<file path="src/rtl/tg_pkg.sv">
package tg_pkg;
  typedef enum logic [1:0] {
    OOB_NONE  = 2'd0,
    OOB_CLAMP = 2'd1,
    OOB_WRAP  = 2'd2,
    OOB_ZERO  = 2'd3
  } oob_e;

  typedef enum logic [2:0] {
    ST_IDLE,
    ST_IDX,
    ST_MAP,
    ST_REQ,
    ST_WAIT,
    ST_ZERO
  } st_e;
endpackage

</file>
<file path="src/rtl/tg_oob_remap.sv">
module tg_oob_remap
  import tg_pkg::*;
#(
  parameter int unsigned IW = 32
) (
  input  logic [IW-1:0] idx_i,
  input  logic          idx_signed_i,
  input  oob_e          mode_i,
  input  logic [IW-1:0] cap_i,
  output logic [IW-1:0] eff_o,
  output logic          zero_o
);
  localparam logic [IW-1:0] ONE = IW'(1);

  logic neg, oor;

  always_comb begin
    neg    = idx_signed_i & idx_i[IW-1];
    oor    = neg | (idx_i >= cap_i);
    eff_o  = idx_i;
    zero_o = 1'b0;
    unique case (mode_i)
      OOB_CLAMP: eff_o = oor ? (cap_i - ONE) : idx_i;
      OOB_WRAP:  eff_o = idx_i % cap_i;
      OOB_ZERO:  zero_o = oor;
      default:   eff_o = idx_i;
    endcase
  end
endmodule

</file>
<file path="src/rtl/tg_addr_gen.sv">
module tg_addr_gen #(
  parameter bit          ELEM_MODE = 1'b0,
  parameter int unsigned AW        = 32,
  parameter int unsigned IW        = 32,
  parameter int unsigned CW        = 8
) (
  input  logic [AW-1:0] base_i,
  input  logic [AW-1:0] stride_i,
  input  logic [IW-1:0] eff_i,
  input  logic [CW-1:0] col_i,
  output logic [AW-1:0] addr_o
);
  generate
    if (ELEM_MODE) begin : g_elem
      logic unused_row_fields;
      assign unused_row_fields = ^{stride_i, col_i};
      assign addr_o = base_i + AW'(eff_i);
    end else begin : g_row
      assign addr_o = base_i + (AW'(eff_i) * stride_i) + AW'(col_i);
    end
  endgenerate
endmodule

</file>
<file path="src/rtl/tg_walk_cnt.sv">
module tg_walk_cnt #(
  parameter int unsigned CW = 8
) (
  input  logic          clk_i,
  input  logic          rst_ni,
  input  logic          clr_i,
  input  logic          step_i,
  input  logic [CW-1:0] rows_i,
  input  logic [CW-1:0] cols_i,
  output logic [CW-1:0] row_o,
  output logic [CW-1:0] col_o,
  output logic          last_col_o,
  output logic          last_o
);
  localparam logic [CW-1:0] ONE = CW'(1);

  logic [CW-1:0] row_q, col_q;

  assign last_col_o = (col_q == cols_i - ONE);
  assign last_o     = last_col_o & (row_q == rows_i - ONE);
  assign row_o      = row_q;
  assign col_o      = col_q;

  always_ff @(posedge clk_i or negedge rst_ni) begin
    if (!rst_ni) begin
      row_q <= '0;
      col_q <= '0;
    end else if (clr_i) begin
      row_q <= '0;
      col_q <= '0;
    end else if (step_i) begin
      if (last_col_o) begin
        col_q <= '0;
        row_q <= row_q + ONE;
      end else begin
        col_q <= col_q + ONE;
      end
    end
  end
endmodule

</file>
<file path="src/rtl/tbl_gather.sv">
module tbl_gather
  import tg_pkg::*;
#(
  parameter bit          ELEM_MODE = 1'b0,
  parameter int unsigned DW        = 32,
  parameter int unsigned AW        = 32,
  parameter int unsigned IW        = 32,
  parameter int unsigned CW        = 8
) (
  input  logic          clk_i,
  input  logic          rst_ni,
  input  logic          start_i,
  input  logic [1:0]    oob_mode_i,
  input  logic          idx_signed_i,
  input  logic [CW-1:0] valid_rows_i,
  input  logic [CW-1:0] valid_cols_i,
  input  logic [IW-1:0] capacity_i,
  input  logic [AW-1:0] tbl_base_i,
  input  logic [AW-1:0] row_stride_i,
  output logic          busy_o,
  output logic          done_o,
  output logic          idx_rd_o,
  output logic [CW-1:0] idx_row_o,
  output logic [CW-1:0] idx_col_o,
  input  logic [IW-1:0] idx_data_i,
  output logic          tbl_req_o,
  output logic [AW-1:0] tbl_addr_o,
  input  logic          tbl_rvalid_i,
  input  logic [DW-1:0] tbl_rdata_i,
  output logic          dst_we_o,
  output logic [CW-1:0] dst_row_o,
  output logic [CW-1:0] dst_col_o,
  output logic [DW-1:0] dst_data_o
);
  localparam logic [DW-1:0] ZERO_WORD = '0;

  st_e           st_q, st_d, after_wr;
  logic          done_q, accept, wr_fire;
  oob_e          oob_q;
  logic          sgn_q, zero_q, zero_c;
  logic [CW-1:0] rows_q, cols_q, row, col;
  logic [IW-1:0] cap_q, eff_q, eff_c;
  logic [AW-1:0] base_q, stride_q;
  logic          last_col, last_all;

  assign busy_o = (st_q != ST_IDLE) | done_q;
  assign accept = start_i & ~busy_o;

  // configuration is frozen for the whole run
  always_ff @(posedge clk_i or negedge rst_ni) begin
    if (!rst_ni) begin
      oob_q    <= OOB_NONE;
      sgn_q    <= 1'b0;
      rows_q   <= '0;
      cols_q   <= '0;
      cap_q    <= '0;
      base_q   <= '0;
      stride_q <= '0;
    end else if (accept) begin
      oob_q    <= oob_e'(oob_mode_i);
      sgn_q    <= idx_signed_i;
      rows_q   <= valid_rows_i;
      cols_q   <= valid_cols_i;
      cap_q    <= capacity_i;
      base_q   <= tbl_base_i;
      stride_q <= row_stride_i;
    end
  end

  tg_oob_remap #(.IW(IW)) u_remap (
    .idx_i        (idx_data_i),
    .idx_signed_i (sgn_q),
    .mode_i       (oob_q),
    .cap_i        (cap_q),
    .eff_o        (eff_c),
    .zero_o       (zero_c)
  );

  always_ff @(posedge clk_i or negedge rst_ni) begin
    if (!rst_ni) begin
      eff_q  <= '0;
      zero_q <= 1'b0;
    end else if (st_q == ST_MAP) begin
      eff_q  <= eff_c;
      zero_q <= zero_c;
    end
  end

  tg_walk_cnt #(.CW(CW)) u_walk (
    .clk_i      (clk_i),
    .rst_ni     (rst_ni),
    .clr_i      (accept),
    .step_i     (wr_fire),
    .rows_i     (rows_q),
    .cols_i     (cols_q),
    .row_o      (row),
    .col_o      (col),
    .last_col_o (last_col),
    .last_o     (last_all)
  );

  tg_addr_gen #(.ELEM_MODE(ELEM_MODE), .AW(AW), .IW(IW), .CW(CW)) u_addr (
    .base_i   (base_q),
    .stride_i (stride_q),
    .eff_i    (eff_q),
    .col_i    (col),
    .addr_o   (tbl_addr_o)
  );

  assign wr_fire = ((st_q == ST_WAIT) & tbl_rvalid_i) | (st_q == ST_ZERO);

  always_comb begin
    if (last_all)                   after_wr = ST_IDLE;
    else if (ELEM_MODE || last_col) after_wr = ST_IDX;
    else if (zero_q)                after_wr = ST_ZERO;
    else                            after_wr = ST_REQ;
  end

  always_comb begin
    st_d = st_q;
    unique case (st_q)
      ST_IDLE: if (accept) st_d = ST_IDX;
      ST_IDX:  st_d = ST_MAP;
      ST_MAP:  st_d = zero_c ? ST_ZERO : ST_REQ;
      ST_REQ:  st_d = ST_WAIT;
      ST_WAIT: if (tbl_rvalid_i) st_d = after_wr;
      ST_ZERO: st_d = after_wr;
      default: st_d = ST_IDLE;
    endcase
  end

  always_ff @(posedge clk_i or negedge rst_ni) begin
    if (!rst_ni) begin
      st_q   <= ST_IDLE;
      done_q <= 1'b0;
    end else begin
      st_q   <= st_d;
      done_q <= wr_fire & last_all;
    end
  end

  generate
    if (ELEM_MODE) begin : g_idx_col
      assign idx_col_o = col;
    end else begin : g_idx_row
      assign idx_col_o = '0;
    end
  endgenerate

  assign done_o     = done_q;
  assign idx_rd_o   = (st_q == ST_IDX);
  assign idx_row_o  = row;
  assign tbl_req_o  = (st_q == ST_REQ);
  assign dst_we_o   = wr_fire;
  assign dst_row_o  = row;
  assign dst_col_o  = col;
  assign dst_data_o = (st_q == ST_ZERO) ? ZERO_WORD : tbl_rdata_i;
endmodule

</file>
<file path="config.mk">
export PLATFORM = sky130hd
export DESIGN_NAME = tbl_gather
export DESIGN_NICKNAME = d
export VERILOG_FILES = /design/src/rtl/tg_pkg.sv /design/src/rtl/tg_oob_remap.sv /design/src/rtl/tg_addr_gen.sv /design/src/rtl/tg_walk_cnt.sv /design/src/rtl/tbl_gather.sv
export SDC_FILE = /design/constraint.sdc
export NUM_CORES = 2
export LEC_CHECK = 0
export BUFFER_PORTS_ARGS = -buffer_cell sky130_fd_sc_hd__buf_2
export CAP_MARGIN = 5
export CORE_MARGIN = 5
export CORE_UTILIZATION = 50
export CTS_BUF_LIST = sky130_fd_sc_hd__clkbuf_8
export DETAILED_ROUTE_END_ITERATION = 12
export PLACE_DENSITY = 0.72
export SLEW_MARGIN = 20
export SYNTH_ARGS = -nofsm -noshare
export SYNTH_HDL_FRONTEND = slang
export SYNTH_SLANG_ARGS = --single-unit
export TNS_END_PERCENT = 1
</file>
<file path="constraint.sdc">
create_clock -name clk_i -period 64.3 [get_ports clk_i]
set_input_delay 0 -clock clk_i [delete_from_list [all_inputs] [get_ports clk_i]]
set_output_delay 0 -clock clk_i [all_outputs]
set_load 0.05 [all_outputs]
</file>
==> flow_summary.yaml <==
run_status:
  status: "complete, but fails checks"
  violations: "negative setup slack"
routing:
  overall_routed_net_length_um: 244000
  met2WireLength_um: 109000
  final_antenna_net_count: 0
  post_drt_wl_per_cell_um: 22.3
  route.vias.total: 65900
  m1WireLength_um: 90700
  dr.max_layer_used: "met5"
  detailed_router_iteration_count_before_antenna_repair: 11
  routed_via_density: 6.01
  met3RoutedLength_um: 26000
  first_iter_violations: 6128
  drcViolationCount: 0
yosys:
  ys.flop_type: "sky130_fd_sc_hd__dfrtp_1"
  post_synth_most_frequent_cells: "sky130_fd_sc_hd__nand2_1 (1170), sky130_fd_sc_hd__inv_1 (738), sky130_fd_sc_hd__ha_1 (724)"
  area_share_of_fa_ha_maj_cells_after_synthesis: 0.327
  synth-seq-cells: 168
  synthArstFlopShare: 1.00
  syn-cell-area_um2: 54900
  synth_xor_area_frac: 0.0788
  main_combinational_cell_family_by_area_after_synthesis: "adder cells"
  synth.distinct_cells: 111
  synthMuxAreaShare: 0.0144
  synthDominantCellAreaShare: 0.165
  synthesis.area_per_instance_um2: 7.49
  synthSimpleGateAreaFrac: 0.216
  main_area_contributors_after_synthesis: "sky130_fd_sc_hd__ha_1 (16%), sky130_fd_sc_hd__fa_1 (16%), sky130_fd_sc_hd__nand2_1 (8.0%)"
  synth_edf_count: 0
  synth-compound-area-share: 0.213
  yosysWarnings: 0
  synthesis.instances: 7333
  synth_area_leader_cell: "sky130_fd_sc_hd__ha_1"
  yosys.cell_count.top_type: "sky130_fd_sc_hd__nand2_1"
  synth_sequential_area_ratio: 0.0766
grt:
  grt_start_max_net_pins: 99
  grt_pass1_wl_um: 365000
  globalRouteTotalUtil: 0.399
  grt_antenna_before_repair: 14
  globalRoute.totalOverflow: 0
  grt_pass1_vias: 65500
timing:
  max_clock_freq_mhz: 15.5
  final-max-slew-violation-count: 0
  period_share: 1.00
  rsz0062_at_grt: "true"
  fin_worst_skew_ns: 0.0306
  max_slew.worst_pin.slew_ns: 1.21
  maxSlewHeadroom: 0.195
  fin_crit_ns: 64.44
  setup_viol: 1
  finalWorstSetupSlack_ns: -0.137
  hold_violations: 0
worst_setup_path:
  reg2reg_setup_slack_ns: -0.14
  critPathCapture: "eff_q[27]"
  timing.critical_path.required_ns: 64.78
  regToRegEndpoint: "eff_q[27]"
  timing.critical_path.fanout_max: 14
  crit_path_frequent_cell: "sky130_fd_sc_hd__buf_4"
  start_kind: "flip-flop"
  rr_startpoint: "cap_q[16]"
  crit_path_max_incr_delay_ns: 0.59
  arrival_ns: 64.92
  path_class: "reg -> reg"
  slowest_stage: "sky130_fd_sc_hd__or4_4"
  startpoint: "cap_q[16]"
  worstSetupEndpointType: "flip-flop"
  timing.reg2reg.worst_path_depth: 324
final_layout:
  fillCellCount: 8697
  final_util: 0.704
  post_route_cells_drive_above_1_share: 0.305
  area_delta_synth_final_pct: 39.7
  nets: 10900
cts:
  htree_num_levels: 4
  clk_pin_slew_worst_setup_hold_paths_ns: 0.11
  tritoncts_num_sinks: 168
  worstSkewPairLatency_ns: 0.62
  cts_root_buf: "sky130_fd_sc_hd__clkbuf_8"
  max-clock-path-buffers: 2
  cts-buffers-inserted: 17
  cts_tree: "done"
floorplan:
  fp.coreArea_um2: 109000
  pin_count: 284
  floorplan.rows: 121
  die-width_um: 341
  die_height_um: 341
  start_util: 0.504
  fp.dieArea_um2: 117000
hold_path:
  hold-path-cell-count: 4
  worst_hold_path_type: "in -> reg"
place:
  buffer_ports.inserted: 275
  dp_hpwl_um: 187000
  routabilityCongestion: 1.05
flow_run:
  max_cap_violations: 0
[worst max-delay path, delay by kind of cell (launching register included)]
| family | cells | cell delay (ns) |
|---|---|---|
| compound gates | 153 | 31.04 |
| xor+xnor | 3 | 0.22 |
| fa+ha+maj | 31 | 8.60 |
| buf+inv | 47 | 6.38 |
| flops | 1 | 0.41 |
| mux | 8 | 2.23 |
| simple gates | 82 | 15.35 |
[cells in the final DEF, fill, tap and decap left out, types with 152 or more instances in the layout]
master | netlist | layout
sky130_fd_sc_hd__buf_2 | 9 | 276
sky130_fd_sc_hd__buf_4 | 18 | 2029
sky130_fd_sc_hd__a21o_1 | 202 | 201
sky130_fd_sc_hd__xor2_1 | 180 | 180
sky130_fd_sc_hd__nor3_1 | 181 | 159
sky130_fd_sc_hd__xnor2_1 | 314 | 313
sky130_fd_sc_hd__dfrtp_1 | 168 | 165
sky130_fd_sc_hd__nand2_1 | 1170 | 1162
sky130_fd_sc_hd__o21a_1 | 154 | 152
sky130_fd_sc_hd__fa_1 | 445 | 445
sky130_fd_sc_hd__ha_1 | 724 | 693
sky130_fd_sc_hd__nor2_1 | 543 | 517
sky130_fd_sc_hd__inv_1 | 738 | 732
sky130_fd_sc_hd__o21ai_0 | 370 | 316
sky130_fd_sc_hd__a21oi_1 | 426 | 352
[registers in the layout, indices dropped and copies added, names as in the netlist]
name / count
base_q: 32
cap_q: 32
cols_q: 8
done_o: 1
eff_q: 32
oob_q: 2
rows_q: 8
sgn_q: 1
st_q: 3
stride_q: 32
u_walk.col_o: 8
u_walk.row_o: 8
zero_q: 1
[through the flow]
step           setup slack, ns  cells  instance area [µm²]  TNS (ns)  hold slack, ns
2_1_floorplan           0.0176   7340                55500         0          -0.296
3_3_place_gp             -1.17  10700                72000    -21.52           0.176
4_1_cts                0.00664  10900                74500         0          0.0269
6_report                -0.137  11000                76700    -0.137          0.0731
3_5_place_dp             -2.76  10700                72000    -78.93           0.180
5_1_grt                  -2.77  10900                76700    -76.57          0.0488
[what timing repair did]
item                       in CTS  in global routing
setup endpoints to repair      32                 32
cloned                          0                  4
pin swaps                      66                205
gates resized for setup       138                306
hold endpoints to repair      239                  0
setup buffers                  25                 81
hold buffers                  138                  0
[per-layer routing]
metal	vias up	track usage
li1	29500	-
met4	14	0.237
met2	3843	0.648
met3	1224	0.106
met1	31300	0.475
met5	-	0.00375
[worst min path at each step]
| stage | startpoint | end | slack (ns) |
|---|---|---|---|
| floorplan | rst_ni | base_q[0] | -0.30 |
| global placement | rst_ni | cols_q[2] | 0.18 |
| detailed placement | rst_ni | cols_q[2] | 0.18 |
| CTS | idx_data_i[20] | eff_q[20] | 0.03 |
| global route | idx_data_i[20] | eff_q[20] | 0.05 |
| finish | idx_data_i[20] | eff_q[20] | 0.07 |
[cell families after synthesis]
kind of cell / after synthesis
AO/OA/AOI/OAI: 1771
XOR/XNOR: 494
adder cells (fa/ha/maj): 1169
buffers and inverters: 1057
flip-flops: 168
multiplexers: 73
other: 1
AND/OR/NAND/NOR: 2600
[layout make-up]
type                            count  area (µm²)  area share
Antenna cell                        7        17.5    0.000228
Clock buffer                       18         248     0.00323
Clock inverter                     14         120     0.00157
Inverter                          740        2780      0.0362
Multi-Input combinational cell   6115       49100       0.640
Sequential cell                   168        4210      0.0548
Tap cell                         1414        1770      0.0231
Timing Repair Buffer             2477       18500       0.241
Power is left out: the tool's default activity adds up to more than one toggle a clock period on the data nets, which glitch-free logic cannot reach.
